<file path="src/rtl/dpll_pkg.sv">
package dpll_pkg;

  // Output of the divide-by-N stage: high for the upper half of the count.
  function automatic bit div_is_high(input int unsigned count, input int unsigned n);
    return count >= (n / 2);
  endfunction

  // Balance test used by the lock window.
  function automatic bit balance_ok(input int unsigned ups, input int unsigned downs,
                                    input int unsigned tol);
    int unsigned gap;
    gap = (ups > downs) ? (ups - downs) : (downs - ups);
    return gap <= tol;
  endfunction

  // Modulus-K step: returns the next count value.
  function automatic int unsigned kmod_next(input int unsigned count, input bit up,
                                            input int unsigned k);
    if (up) return (count == k - 1) ? 0 : count + 1;
    else    return (count == 0) ? k - 1 : count - 1;
  endfunction

endpackage

</file>
<file path="src/rtl/dpll_loop_filter.sv">
module dpll_loop_filter #(
  parameter int K_MOD = 8
) (
  input  logic clk,
  input  logic rst_n,
  input  logic err_up,
  output logic carry_o,
  output logic borrow_o
);
  import dpll_pkg::*;

  localparam int KW = (K_MOD > 1) ? $clog2(K_MOD) : 1;
  localparam logic [KW-1:0] KTOP = KW'(K_MOD - 1);

  logic [KW-1:0] kcnt;
  logic          wrap_up;
  logic          wrap_dn;

  assign wrap_up = err_up && (kcnt == KTOP);
  assign wrap_dn = !err_up && (kcnt == '0);

  always_ff @(posedge clk) begin
    if (!rst_n) begin
      kcnt     <= '0;
      carry_o  <= 1'b0;
      borrow_o <= 1'b0;
    end else begin
      kcnt     <= KW'(kmod_next(int'(kcnt), err_up, K_MOD));
      carry_o  <= wrap_up;
      borrow_o <= wrap_dn;
    end
  end

  // after an overflow pulse the counter reads zero
  assert_carry_wraps_R3: assert property (@(posedge clk) disable iff (!rst_n)
    carry_o |-> (kcnt == '0));
  // after an underflow pulse the counter reads its top value
  assert_borrow_wraps_R3: assert property (@(posedge clk) disable iff (!rst_n)
    borrow_o |-> (kcnt == KTOP));
  // pulses last a single cycle
  assert_carry_single_R3: assert property (@(posedge clk) disable iff (!rst_n)
    carry_o |=> !carry_o);
  // counter moves by exactly one step per clock
  assert_kcnt_moves_R2: assert property (@(posedge clk) disable iff (!rst_n)
    $past(rst_n) |-> (kcnt != $past(kcnt)));

endmodule

</file>
<file path="src/rtl/dpll_id_counter.sv">
module dpll_id_counter (
  input  logic clk,
  input  logic rst_n,
  input  logic carry_i,
  input  logic borrow_i,
  output logic pulse_o
);
  logic phase;
  logic ins_armed;
  logic del_armed;
  logic ins_use;
  logic del_use;
  logic ins_nx;
  logic del_nx;

  assign ins_use = !phase && ins_armed;
  assign del_use = phase && del_armed;
  assign pulse_o = (phase && !del_armed) || ins_use;

  always_comb begin
    ins_nx = carry_i || (ins_armed && !ins_use);
    del_nx = borrow_i || (del_armed && !del_use);
    if (ins_nx && del_nx) begin
      ins_nx = 1'b0;
      del_nx = 1'b0;
    end
  end

  always_ff @(posedge clk) begin
    if (!rst_n) begin
      phase     <= 1'b0;
      ins_armed <= 1'b0;
      del_armed <= 1'b0;
    end else begin
      phase     <= ~phase;
      ins_armed <= ins_nx;
      del_armed <= del_nx;
    end
  end

  // opposite corrections never stay armed together
  assert_no_dual_arm_R7: assert property (@(posedge clk) disable iff (!rst_n)
    !(ins_armed && del_armed));
  // an armed deletion removes the pulse of a phase-1 cycle
  assert_delete_blocks_R6: assert property (@(posedge clk) disable iff (!rst_n)
    (phase && del_armed) |-> !pulse_o);
  // an armed insertion is consumed within two cycles
  assert_insert_consumed_R5: assert property (@(posedge clk) disable iff (!rst_n)
    (!phase && ins_armed && !borrow_i) |=> !ins_armed || carry_i);

endmodule

</file>
<file path="src/rtl/dpll_divider.sv">
module dpll_divider #(
  parameter int N_DIV = 8
) (
  input  logic clk,
  input  logic rst_n,
  input  logic pulse_i,
  output logic out_o
);
  import dpll_pkg::*;

  localparam int DW = (N_DIV > 1) ? $clog2(N_DIV) : 1;
  localparam logic [DW-1:0] DTOP = DW'(N_DIV - 1);

  logic [DW-1:0] dcnt;

  always_ff @(posedge clk) begin
    if (!rst_n) begin
      dcnt <= '0;
    end else if (pulse_i) begin
      dcnt <= (dcnt == DTOP) ? '0 : dcnt + 1'b1;
    end
  end

  assign out_o = div_is_high(int'(dcnt), N_DIV);

  // the count stays in range
  assert_div_range_R8: assert property (@(posedge clk) disable iff (!rst_n)
    dcnt <= DTOP);
  // the count moves only on an oscillator pulse
  assert_div_moves_on_pulse_R8: assert property (@(posedge clk) disable iff (!rst_n)
    (dcnt != $past(dcnt)) |-> $past(pulse_i));

endmodule

</file>
<file path="src/rtl/dpll_lock_detect.sv">
module dpll_lock_detect #(
  parameter int LOCK_WIN = 256,
  parameter int LOCK_TOL = 4
) (
  input  logic clk,
  input  logic rst_n,
  input  logic ref_i,
  input  logic carry_i,
  input  logic borrow_i,
  output logic locked_o
);
  import dpll_pkg::*;

  localparam int WW = (LOCK_WIN > 1) ? $clog2(LOCK_WIN) : 1;
  localparam int CW = $clog2(LOCK_WIN + 1);
  localparam logic [WW-1:0] WTOP = WW'(LOCK_WIN - 1);

  logic [WW-1:0] wcnt;
  logic [CW-1:0] ccnt;
  logic [CW-1:0] bcnt;
  logic [CW-1:0] c_tot;
  logic [CW-1:0] b_tot;
  logic          ref_q;
  logic          seen;
  logic          ref_edge;
  logic          win_end;

  assign ref_edge = ref_i ^ ref_q;
  assign c_tot    = ccnt + CW'(carry_i);
  assign b_tot    = bcnt + CW'(borrow_i);
  assign win_end  = (wcnt == WTOP);

  always_ff @(posedge clk) begin
    if (!rst_n) begin
      wcnt     <= '0;
      ccnt     <= '0;
      bcnt     <= '0;
      ref_q    <= 1'b0;
      seen     <= 1'b0;
      locked_o <= 1'b0;
    end else begin
      ref_q <= ref_i;
      if (win_end) begin
        locked_o <= (seen || ref_edge) &&
                    balance_ok(int'(c_tot), int'(b_tot), LOCK_TOL);
        wcnt <= '0;
        ccnt <= '0;
        bcnt <= '0;
        seen <= 1'b0;
      end else begin
        wcnt <= wcnt + 1'b1;
        ccnt <= c_tot;
        bcnt <= b_tot;
        seen <= seen || ref_edge;
      end
    end
  end

  // the flag only moves at a window boundary
  assert_lock_at_window_R9: assert property (@(posedge clk) disable iff (!rst_n)
    (locked_o != $past(locked_o)) |-> ($past(wcnt) == WTOP));
  // no reference activity in a window means no lock after it
  assert_no_lock_without_ref_R11: assert property (@(posedge clk) disable iff (!rst_n)
    (win_end && !seen && !ref_edge) |=> !locked_o);

endmodule

</file>
<file path="src/rtl/xor_kcnt_dpll.sv">
module xor_kcnt_dpll #(
  parameter int K_MOD    = 8,
  parameter int N_DIV    = 8,
  parameter int LOCK_WIN = 256,
  parameter int LOCK_TOL = 4
) (
  input  logic clk,
  input  logic rst_n,
  input  logic ref_in,
  output logic dpll_out,
  output logic locked,
  output logic carry_pulse,
  output logic borrow_pulse
);
  logic phase_err;
  logic id_pulse;

  assign phase_err = ref_in ^ dpll_out;

  dpll_loop_filter #(.K_MOD(K_MOD)) u_filter (
    .clk     (clk),
    .rst_n   (rst_n),
    .err_up  (phase_err),
    .carry_o (carry_pulse),
    .borrow_o(borrow_pulse)
  );

  dpll_id_counter u_idc (
    .clk     (clk),
    .rst_n   (rst_n),
    .carry_i (carry_pulse),
    .borrow_i(borrow_pulse),
    .pulse_o (id_pulse)
  );

  dpll_divider #(.N_DIV(N_DIV)) u_div (
    .clk    (clk),
    .rst_n  (rst_n),
    .pulse_i(id_pulse),
    .out_o  (dpll_out)
  );

  dpll_lock_detect #(.LOCK_WIN(LOCK_WIN), .LOCK_TOL(LOCK_TOL)) u_lock (
    .clk     (clk),
    .rst_n   (rst_n),
    .ref_i   (ref_in),
    .carry_i (carry_pulse),
    .borrow_i(borrow_pulse),
    .locked_o(locked)
  );

  // overflow and underflow are exclusive
  assert_no_carry_borrow_overlap_R3: assert property (@(posedge clk) disable iff (!rst_n)
    !(carry_pulse && borrow_pulse));
  // outputs are quiet in the first cycle after reset
  assert_quiet_after_reset_R1: assert property (@(posedge clk)
    !rst_n |=> (!dpll_out && !locked && !carry_pulse && !borrow_pulse));

endmodule

</file>
<file path="config.mk">
export PLATFORM = sky130hd
export DESIGN_NAME = xor_kcnt_dpll
export DESIGN_NICKNAME = d
export VERILOG_FILES = /design/src/rtl/dpll_pkg.sv /design/src/rtl/dpll_loop_filter.sv /design/src/rtl/dpll_id_counter.sv /design/src/rtl/dpll_divider.sv /design/src/rtl/dpll_lock_detect.sv /design/src/rtl/xor_kcnt_dpll.sv
export SDC_FILE = /design/constraint.sdc
export NUM_CORES = 1
export LEC_CHECK = 0
export BUFFER_PORTS_ARGS = -buffer_cell sky130_fd_sc_hd__buf_2
export CAP_MARGIN = 20
export CORE_MARGIN = 3
export CORE_UTILIZATION = 28
export CTS_CLUSTER_DIAMETER = 100
export CTS_CLUSTER_SIZE = 16
export DETAILED_ROUTE_END_ITERATION = 8
export SETUP_SLACK_MARGIN = 0.05
export SLEW_MARGIN = 25
export SYNTH_ARGS = -nofsm -noshare
export SYNTH_HDL_FRONTEND = slang
export SYNTH_SLANG_ARGS = --single-unit
</file>
<file path="constraint.sdc">
create_clock -name clk -period 4.27 [get_ports clk]
set_input_delay 0.2135 -clock clk [delete_from_list [all_inputs] [get_ports clk]]
set_output_delay 0.2135 -clock clk [all_outputs]
set_load 0.05 [all_outputs]
</file>
==> results.ini, run 1 <==
[synth]
seq_area_frac_synth = 0.303
avgSynthCellArea_um2 = 8.62
ys_ff_latch = 40
ys_warn_count = 0
syn_inst = 306
synth_flop_cell = dfxtp_1
synth_fp_nets = 336
synth-edff-count = 0
syn-cell-area_um2 = 2640
ys_types = 55
synthArstFlopShare = 0

[route]
wire_per_inst_um = 12.6
wirelength_mm = 5.28
drtAntennaViolNets = 0
num_vias = 2087
via_per_inst = 4.98
drtPass1Iterations = 4
drc = 0
drtIter0Drc = 101

[cts]
cts_tree = done
htreeDepth = 2
cts-root-buf = clkbuf_8
numCtsBuffers = 5
clock-sinks = 40
hold_buffers = 0
cts_setup_buffers = 0
cts.repair.resized = 0
clock_latency_ns = 0.28
clock_path_buffers = 2
clk_pin_slew_ns = 0.07

[floorplan]
rows = 34
dieWidth_um = 103
ios = 7
design.die.area_um2 = 10600
start_util = 0.295
die_h_um = 103
coreArea_um2 = 8930

[global_routing]
grt.overflow.total = 0
use_met3 = 0.0244
grt_util_met2 = 0.184
grt_pass1_wl_mm = 9.40
grt.total_usage = 0.109
grt_max_degree = 19
antenna_found_initial = 0
grt.met1_usage = 0.140
grt_pass1_vias = 2083
busiest_layer = met2

[hold_path]
worstHoldStart = ref_in
holdCritPathClass = in -> reg
hold-path-cell-count = 2

[setup_path]
path_cells = ha_1 -> ha_1 -> xnor2_1 -> inv_1 -> ha_1 -> a21oi_1 -> nand2_1 -> and4_1 -> o41a_1 -> and4_1 -> a311o_1 -> a221oi_2 -> nand4_1 -> a22oi_1
cp.buffers_inverters = 1
crit_fanout = 11
crit_family = compound AO/OA/AOI/OAI gates
r2r_start = u_filter.carry_o
worstSetupPathType = reg -> reg
ff2ff_setup_slack_ns = 0.60
cp-endpoint = u_lock.locked_o
cp_common_cell = ha_1
timing.critical_path.to_type = flip-flop
cp.required_ns = 4.48
crit_path_start_kind = flip-flop
slowest_stage = o41a_1
arrival_ns = 3.89
max_stage_delay_ns = 0.44
crit_path_start = u_filter.carry_o
r2r_end = u_lock.locked_o
rr_worst_depth = 14
crit_cells = 14

[timing]
tightestPinTransition_ns = 0.619
fmax_ghz = 0.272
hold_viol = 0
period_needed_ns = 3.67
finClkSkew_ns = 0.00620
slew_violations = 0
finalSetupViolations = 0
finalCritPeriodShare = 0.860
setup_tns_ns = 0
rsz0062_at_grt = no
relSlewSlack = 0.584

[cells_and_area]
syn2layout_area_growth_pct = 8.16
drive_gt1_frac = 0.0932
diodes = 0
final_cells = 419
nNetsFinal = 343

[placement]
gp_congestion = 0.825
dpl.hpwl_mm = 4.27
port_buffers = 6
dp_cells = 414

[power]
vdd_ir_drop_max_mv = 0.201
p_leak_nw = 1.18
p_per_area_nw_per_um2 = 278

[run_status]
status = completed

[flow_run]
max_cap_violations = 0

## logic make-up (layout without fill, tap and decap cells)
family          count (synthesis)  after routing  synth area share
compound gates                 64             64             0.189
fa+ha+maj                      27             27             0.128
buf+inv                        32             37            0.0455
mux                             1              1           0.00379
xor+xnor                       25             25            0.0944
flops                          40             40             0.303
simple gates                  117            117             0.236
## sequential cells by signal (all words and copies together) (netlist names), 3 cells and up
register / cells
u_lock.bcnt: 9
u_lock.ccnt: 9
u_lock.wcnt: 8
u_div.dcnt: 3
u_filter.kcnt: 3
## metal layers
layer  vias to the layer above  routed length, µm
met2                        25               2410
li1                       1090                  -
met4                         0                 86
met1                       964               2640
met5                         -                  0
met3                         8                137
## final cells by class
cell class | instances | area (µm²)
sequential | 40 | 801
fill | 944 | 6080
multi-input combinational | 234 | 1720
timing repair buffer | 7 | 37.5
tap | 108 | 135
clock buffer | 5 | 68.8
inverter | 25 | 93.8
## worst min path at each step
stage | end | slack, ns
global route | u_lock.ref_q | 0.21
finish | u_lock.ref_q | 0.20
global placement | u_lock.wcnt[0] | 0.43
floorplan | u_lock.ref_q | 0.34
detailed placement | u_lock.wcnt[0] | 0.45
CTS | u_lock.ref_q | 0.19
## power by group
part           leakage (nW)  total (W)  internal (W)  switching, W
clock                0.0359   0.000219      0.000105      0.000114
sequential            0.325   0.000403      0.000390     0.0000124
combinational         0.824   0.000172     0.0000761     0.0000964
## synthesized netlist by cell type, drive strengths merged, types with 2 or more instances
cell type / number / share of area
nor2b: 5 / 0.012
dfxtp: 40 / 0.30
nand4: 3 / 0.015
a221oi: 3 / 0.012
a21o: 7 / 0.020
a21oi: 8 / 0.015
or3: 5 / 0.014
o21a: 5 / 0.014
nor2: 39 / 0.056
and3: 5 / 0.012
and4: 4 / 0.013
nand2: 16 / 0.023
and2: 9 / 0.021
o21ai: 10 / 0.023
clkbuf: 7 / 0.010
ha: 27 / 0.13
inv: 25 / 0.036
nor3: 7 / 0.018
a311o: 3 / 0.011
a211oi: 4 / 0.016
o31ai: 2 / 0.0057
nand3: 18 / 0.034
a31o: 3 / 0.010
o211ai: 5 / 0.014
o2111a: 2 / 0.0085
xor2: 11 / 0.039
xnor2: 14 / 0.055
nand3b: 2 / 0.0057
o221ai: 3 / 0.010
## layout by cell type (no fill, tap or decap), types with 4 or more instances in the layout
cell type / instances
a21o_1: 7
nor2b_1: 5
o21a_1: 5
o21ai_0: 8
inv_1: 23
and4_1: 4
xor2_1: 10
dfxtp_1: 40
or3_1: 4
nand3_1: 18
a21oi_1: 8
buf_2: 6
nor2_1: 38
nand2_1: 16
nor3_1: 6
and2_1: 9
and3_1: 5
clkbuf_8: 5
o211ai_1: 5
ha_1: 27
xnor2_1: 11
## stage by stage
| stage | total power (W) | hold WS [ns] | area, µm² | setup slack (ns) | util |
|---|---|---|---|---|---|
| 2_1_floorplan | 0.000544 | 0.335 | 2640 | 0.560 | - |
| 4_1_cts | 0.000804 | 0.190 | 2850 | 0.598 | 0.319 |
| 5_1_grt | 0.000850 | 0.210 | 2850 | 0.310 | 0.319 |
| 3_5_place_dp | 0.000583 | 0.452 | 2790 | 0.618 | 0.312 |
| 3_3_place_gp | 0.000580 | 0.429 | 2790 | 0.730 | 0.312 |
| 6_report | 0.000794 | 0.200 | 2850 | 0.596 | 0.319 |
Power figures use the tool's default switching activity.
==> run 2: changes to the inputs <==
- MAX_ROUTING_LAYER: unset -> met4
==> run 2 against run 1 <==
Fmax about the same. Hold slack better by 0.0019 ns. Cell area stayed put. First-iteration DRC count shrank 3.0%. Flip-flop and latch count unchanged. Non-clock buffer count is the same. Die area unchanged. Sequential power about the same. Combinational power barely moved. Largest power group unchanged.
==> results.ini, run 2 (synthesized netlist as in run 1, its figures left out) <==
[run_status]
status = completed

[route]
drc = 0  ; unchanged
route.met3.wl_um = 119  ; -13%
drtIter0Drc = 98  ; -3.0%
drt-met1-wl_mm = 2.65  ; +0.23%
via_per_inst = 4.98  ; about the same
drtPass1Iterations = 4  ; unchanged
highest_layer = met4
wire_per_inst_um = 12.6  ; about the same
drtAntennaViolNets = 0  ; unchanged
num_vias = 2088  ; +0.048%
wirelength_mm = 5.28  ; about the same
met2_length_mm = 2.44  ; +1.3%

[power]
p_leak_nw = 1.18  ; unchanged
power_frac_comb = 0.217  ; about the same
p_per_area_nw_per_um2 = 278  ; about the same
power_switching_share = 0.280  ; -0.000331
seqPwrFrac = 0.507  ; about the same
p_int_w = 0.000572  ; about the same
vdd_ir_drop_max_mv = 0.202  ; +0.36%
pwr-share-clk = 0.275  ; about the same
total_power_w = 0.000794  ; about the same
p_switching_w = 0.000222  ; -0.16%

[floorplan]
ios = 7  ; unchanged
rows = 34  ; unchanged
dieWidth_um = 103  ; unchanged
coreArea_um2 = 8930  ; unchanged
die_h_um = 103  ; unchanged
start_util = 0.295  ; unchanged
design.die.area_um2 = 10600  ; unchanged

[timing]
relSlewSlack = 0.584  ; about the same
rsz0062_at_grt = no
tightestPinTransition_ns = 0.619  ; -0.0000232 ns
slew_violations = 0  ; unchanged
setup_tns_ns = 0  ; unchanged
hold_viol = 0  ; unchanged
finalCritPeriodShare = 0.860  ; about the same
fmax_ghz = 0.272  ; about the same
finClkSkew_ns = 0.00603  ; -0.000172 ns
period_needed_ns = 3.67  ; +0.000149 ns
finalSetupViolations = 0  ; unchanged

[cells_and_area]
nNetsFinal = 343  ; unchanged
syn2layout_area_growth_pct = 8.16  ; unchanged
nFillCells = 944  ; unchanged
diodes = 0  ; unchanged
drive_gt1_frac = 0.0932  ; unchanged
reg_top3 = u_lock.bcnt x9, u_lock.ccnt x9, u_lock.wcnt x8
layout_common_cells = 40 x dfxtp_1, 38 x nor2_1, 27 x ha_1
layout_commonest_cell = dfxtp_1

[cts]
hold_buffers = 0  ; unchanged
cts-root-buf = clkbuf_8
cts_tree = done
clock-sinks = 40  ; unchanged
clk_pin_slew_ns = 0.07  ; about the same
clock_path_buffers = 2  ; unchanged
cts.repair.resized = 0  ; unchanged
cts_setup_buffers = 0  ; unchanged
numCtsBuffers = 5  ; unchanged
htreeDepth = 2  ; unchanged
clock_latency_ns = 0.28  ; about the same

[hold_path]
holdCritPathClass = in -> reg
worstHoldStart = ref_in
hold-path-cell-count = 2  ; unchanged
worstHoldEndpoint = u_lock.ref_q

[global_routing]
grt.overflow.total = 0  ; unchanged
grt_pass1_wl_mm = 9.39  ; -0.15%
grt.total_usage = 0.112  ; +0.00284
grt_max_degree = 19  ; unchanged
antenna_found_initial = 0  ; unchanged
grt_pass1_vias = 2083  ; unchanged

[placement]
dpl.hpwl_mm = 4.27  ; unchanged
gp_congestion = 0.838  ; +1.5%
port_buffers = 6  ; unchanged

[setup_path]
arrival_ns = 3.88  ; about the same
r2r_end = u_lock.locked_o
crit_path_start_kind = flip-flop
cp.required_ns = 4.48  ; about the same
cp.buffers_inverters = 1  ; unchanged
rr_worst_depth = 14  ; unchanged
path_cells = ha_1 -> ha_1 -> xnor2_1 -> inv_1 -> ha_1 -> a21oi_1 -> nand2_1 -> and4_1 -> o41a_1 -> and4_1 -> a311o_1 -> a221oi_2 -> nand4_1 -> a22oi_1
timing.critical_path.to_type = flip-flop
max_stage_delay_ns = 0.44  ; about the same
worstSetupPathType = reg -> reg
r2r_start = u_filter.carry_o
ff2ff_setup_slack_ns = 0.60  ; about the same
cp_common_cell = ha_1
crit_family = compound AO/OA/AOI/OAI gates
slowest_stage = o41a_1
crit_fanout = 11  ; unchanged

[flow_run]
max_cap_violations = 0  ; unchanged

==> run 2: cell counts in the layout (fill, tap and decap cells not counted) <==
No cell type changed its count.
==> run 2: area by class of cell <==
class / count / area [µm²] / share of cell area
Inverter: 25 / 93.8 / 0.0329
Tap cell: 108 / 135 / 0.0473
Sequential cell: 40 / 801 / 0.281
Multi-Input combinational cell: 234 / 1720 / 0.602
Clock buffer: 5 / 68.8 / 0.0241
Timing Repair Buffer: 7 / 37.5 / 0.0132
==> run 2: worst max path at each step <==
stage	from	endpoint	slack (ns)	cells past startpoint
2_1_floorplan	u_filter.carry_o	u_lock.locked_o	0.56	15
3_3_place_gp	u_filter.carry_o	u_lock.locked_o	0.73	14
3_5_place_dp	u_filter.carry_o	u_lock.locked_o	0.62	14
4_1_cts	u_filter.carry_o	u_lock.locked_o	0.60	14
5_1_grt	u_filter.carry_o	u_lock.locked_o	0.31	14
6_report	u_filter.carry_o	u_lock.locked_o	0.60	14
==> run 2: power by group through the flow <==
stage	combinational (W)	sequential, W	clock (W)
2_1_floorplan	0.000131	0.000413	0
3_3_place_gp	0.000169	0.000411	0
3_5_place_dp	0.000172	0.000411	0
4_1_cts	0.000172	0.000403	0.000229
5_1_grt	0.000198	0.000405	0.000246
6_report	0.000173	0.000403	0.000219
==> run 2: routing by layer <==
metal,global-route usage,vias up
met3,0.0210,6
met1,0.141,967
met2,0.184,25
met4,0.0319,0
met5,-,-
li1,-,1090
==> run 2: metrics by stage <==
step	util	cells	area, µm²	worst slack (ns)	hold slack [ns]
floorplan	-	306	2640	0.560	0.335
global placement	0.312	414	2790	0.730	0.429
detailed placement	0.312	414	2790	0.618	0.452
CTS	0.319	419	2850	0.598	0.190
global route	0.319	419	2850	0.310	0.212
finish	0.319	419	2850	0.596	0.202
==> run 3: changes to the inputs <==
- REMOVE_ABC_BUFFERS: unset -> 1
- clock period: 4.27 -> 3 ns (I/O delays scaled with it)
==> run 3 against run 2 <==
The flow now finishes with violations (negative setup slack). Total power increased by 66%. Cell count is 14% higher. Flip-flop and latch count is the same. Clock skew rose by 0.0020 ns. Fmax rose by 19%. Critical path depth grew 4. First-iteration DRC count increased by 23%. Largest cell class unchanged. Highest routed layer unchanged.
==> results.ini, run 3 (synthesized netlist as in run 1, its figures left out) <==
[cts]
htreeDepth = 2  ; unchanged
numCtsBuffers = 5  ; unchanged
clk_pin_slew_ns = 0.08  ; about the same
cts_tree = done
cts-root-buf = clkbuf_8
clock_latency_ns = 0.30  ; +0.02 ns
clock-sinks = 40  ; unchanged
clock_path_buffers = 2  ; unchanged

[timing]
setup_tns_ns = -0.0841  ; -0.0841 ns
fin_ws_ns = -0.0841  ; -0.680 ns
tightestPinTransition_ns = 0.465  ; -0.154 ns
rsz0062_at_grt = yes
fmax_ghz = 0.324  ; +19%
hold_viol = 0  ; unchanged
slew_violations = 0  ; unchanged
finalCritPeriodShare = 1.03  ; +0.168
finClkSkew_ns = 0.00806  ; +0.00203 ns
finalSetupViolations = 1  ; +1
relSlewSlack = 0.689  ; +0.105
period_needed_ns = 3.08  ; -0.590 ns

[power]
vdd_ir_drop_max_mv = 0.212  ; +5.0%
total_power_w = 0.00132  ; +66%
p_leak_nw = 1.48  ; +25%
p_per_area_nw_per_um2 = 372  ; +34%

[cells_and_area]
layout_common_cells = 57 x buf_4, 37 x nor2_1, 37 x dfxtp_1
syn2layout_area_growth_pct = 34.4
post-route-util = 0.397  ; +0.0776
drive_gt1_frac = 0.315  ; +0.222
diodes = 0  ; unchanged
layout_commonest_cell = buf_4
nNetsFinal = 400  ; +17%
reg_top3 = u_lock.bcnt x9, u_lock.ccnt x9, u_lock.wcnt x8

[setup_path]
ff2ff_setup_slack_ns = -0.08  ; -0.68 ns
max_stage_delay_ns = 0.34  ; -0.10 ns
arrival_ns = 3.27  ; -0.61 ns
cp_common_cell = buf_4
crit_cells = 18  ; +4
crit_family = compound AO/OA/AOI/OAI gates
cp.buffers_inverters = 5  ; +4
slowest_stage = dfxtp_2
timing.critical_path.to_type = flip-flop
worstSetupPathType = reg -> reg
path_cells = ha_2 -> ha_4 -> xnor2_2 -> buf_4 -> buf_4 -> ha_1 -> a21oi_1 -> nand2_1 -> buf_4 -> buf_4 -> buf_4 -> a21o_1 -> a311o_1 -> a31oi_2 -> nand3_1 -> o2111a_1 -> o211ai_1 -> a22oi_1
crit_fanout = 3  ; -8
r2r_start = u_filter.carry_o
crit_path_start_kind = flip-flop
r2r_end = u_lock.locked_o
rr_worst_depth = 18  ; +4
cp.required_ns = 3.19  ; -1.29 ns

[floorplan]
ios = 7  ; unchanged
coreArea_um2 = 8930  ; unchanged
start_util = 0.295  ; unchanged
rows = 34  ; unchanged
die_h_um = 103  ; unchanged
design.die.area_um2 = 10600  ; unchanged
dieWidth_um = 103  ; unchanged

[route]
drc = 0  ; unchanged
drtPass1Iterations = 4  ; unchanged
drtIter0Drc = 121  ; +23%
drtAntennaViolNets = 0  ; unchanged
num_vias = 2352  ; +13%
wirelength_mm = 6.16  ; +17%
wire_per_inst_um = 12.8  ; +1.9%
via_per_inst = 4.91  ; -1.5%

[global_routing]
grt_pass1_wl_mm = 10.7  ; +14%
grt_max_degree = 20  ; +1
antenna_found_initial = 0  ; unchanged
grt.total_usage = 0.129  ; +0.0165
grt.overflow.total = 0  ; unchanged
grt_pass1_vias = 2382  ; +14%

[placement]
dpl.hpwl_mm = 4.71  ; +10%
gp_congestion = 0.858  ; +2.4%
port_buffers = 6  ; unchanged

[hold_path]
hold-path-cell-count = 2  ; unchanged
worstHoldEndpoint = u_lock.ref_q
holdCritPathClass = in -> reg
worstHoldStart = ref_in

[flow_run]
max_cap_violations = 0  ; unchanged

[run_status]
violations = negative setup slack
status = complete, but fails checks

-- run 3: layout make-up --
type / instances / area, µm²
multi-input cells: 234 / 1930
clock inverters: 2 / 35.0
fillers: 901 / 5390
repair buffers: 64 / 469
clock buffers: 6 / 72.6
flip-flops and latches: 40 / 810
inverters: 25 / 93.8
well taps: 108 / 135
-- run 3: per-layer routing --
layer	vias up	routed length, µm	GRT usage
met5	-	0	-
met4	0	44	0.0209
met3	6	242	0.0244
met2	35	3010	0.223
met1	1113	2860	0.158
li1	1198	-	-
-- run 3: where the power goes --
group	internal (W)	switching, W
Sequential	0.000556	0.0000209
Clock	0.000247	0.000197
Combinational	0.000152	0.000148
-- run 3: timing repair --
item | CTS | global route
setup endpoints to repair | 1 | 1
gates resized for setup | 38 | 2
buffers inserted | 5 | 1
hold buffers | 0 | 0
pin swaps | 22 | 3
-- run 3: how the worst max path moves through the flow --
stage | from | endpoint | slack, ns
2_1_floorplan | u_filter.carry_o | u_lock.locked_o | -0.70
3_3_place_gp | u_filter.carry_o | u_lock.locked_o | -0.26
3_5_place_dp | u_filter.carry_o | u_lock.locked_o | -0.33
4_1_cts | u_lock.bcnt[0] | u_lock.locked_o | -0.03
5_1_grt | u_filter.carry_o | u_lock.locked_o | -0.30
6_report | u_filter.carry_o | u_lock.locked_o | -0.08
-- run 3: worst reg2reg max path: stages (launching register included) --
cell and delay, ns:
dfxtp_2 0.34, ha_2 0.19, ha_4 0.17, xnor2_2 0.14
buf_4 0.13, buf_4 0.13, ha_1 0.16, a21oi_1 0.11
nand2_1 0.10, buf_4 0.14, buf_4 0.12, buf_4 0.13
a21o_1 0.18, a311o_1 0.31, a31oi_2 0.21, nand3_1 0.12
o2111a_1 0.15, o211ai_1 0.07, a22oi_1 0.08
-- run 3: stage by stage --
stage	hold slack, ns	cells	cell area [µm²]	setup WS [ns]
2_1_floorplan	0.267	299	2610	-0.704
3_3_place_gp	0.411	465	3170	-0.256
3_5_place_dp	0.417	465	3170	-0.331
4_1_cts	0.102	478	3530	-0.0346
5_1_grt	0.111	479	3550	-0.297
6_report	0.106	479	3550	-0.0841
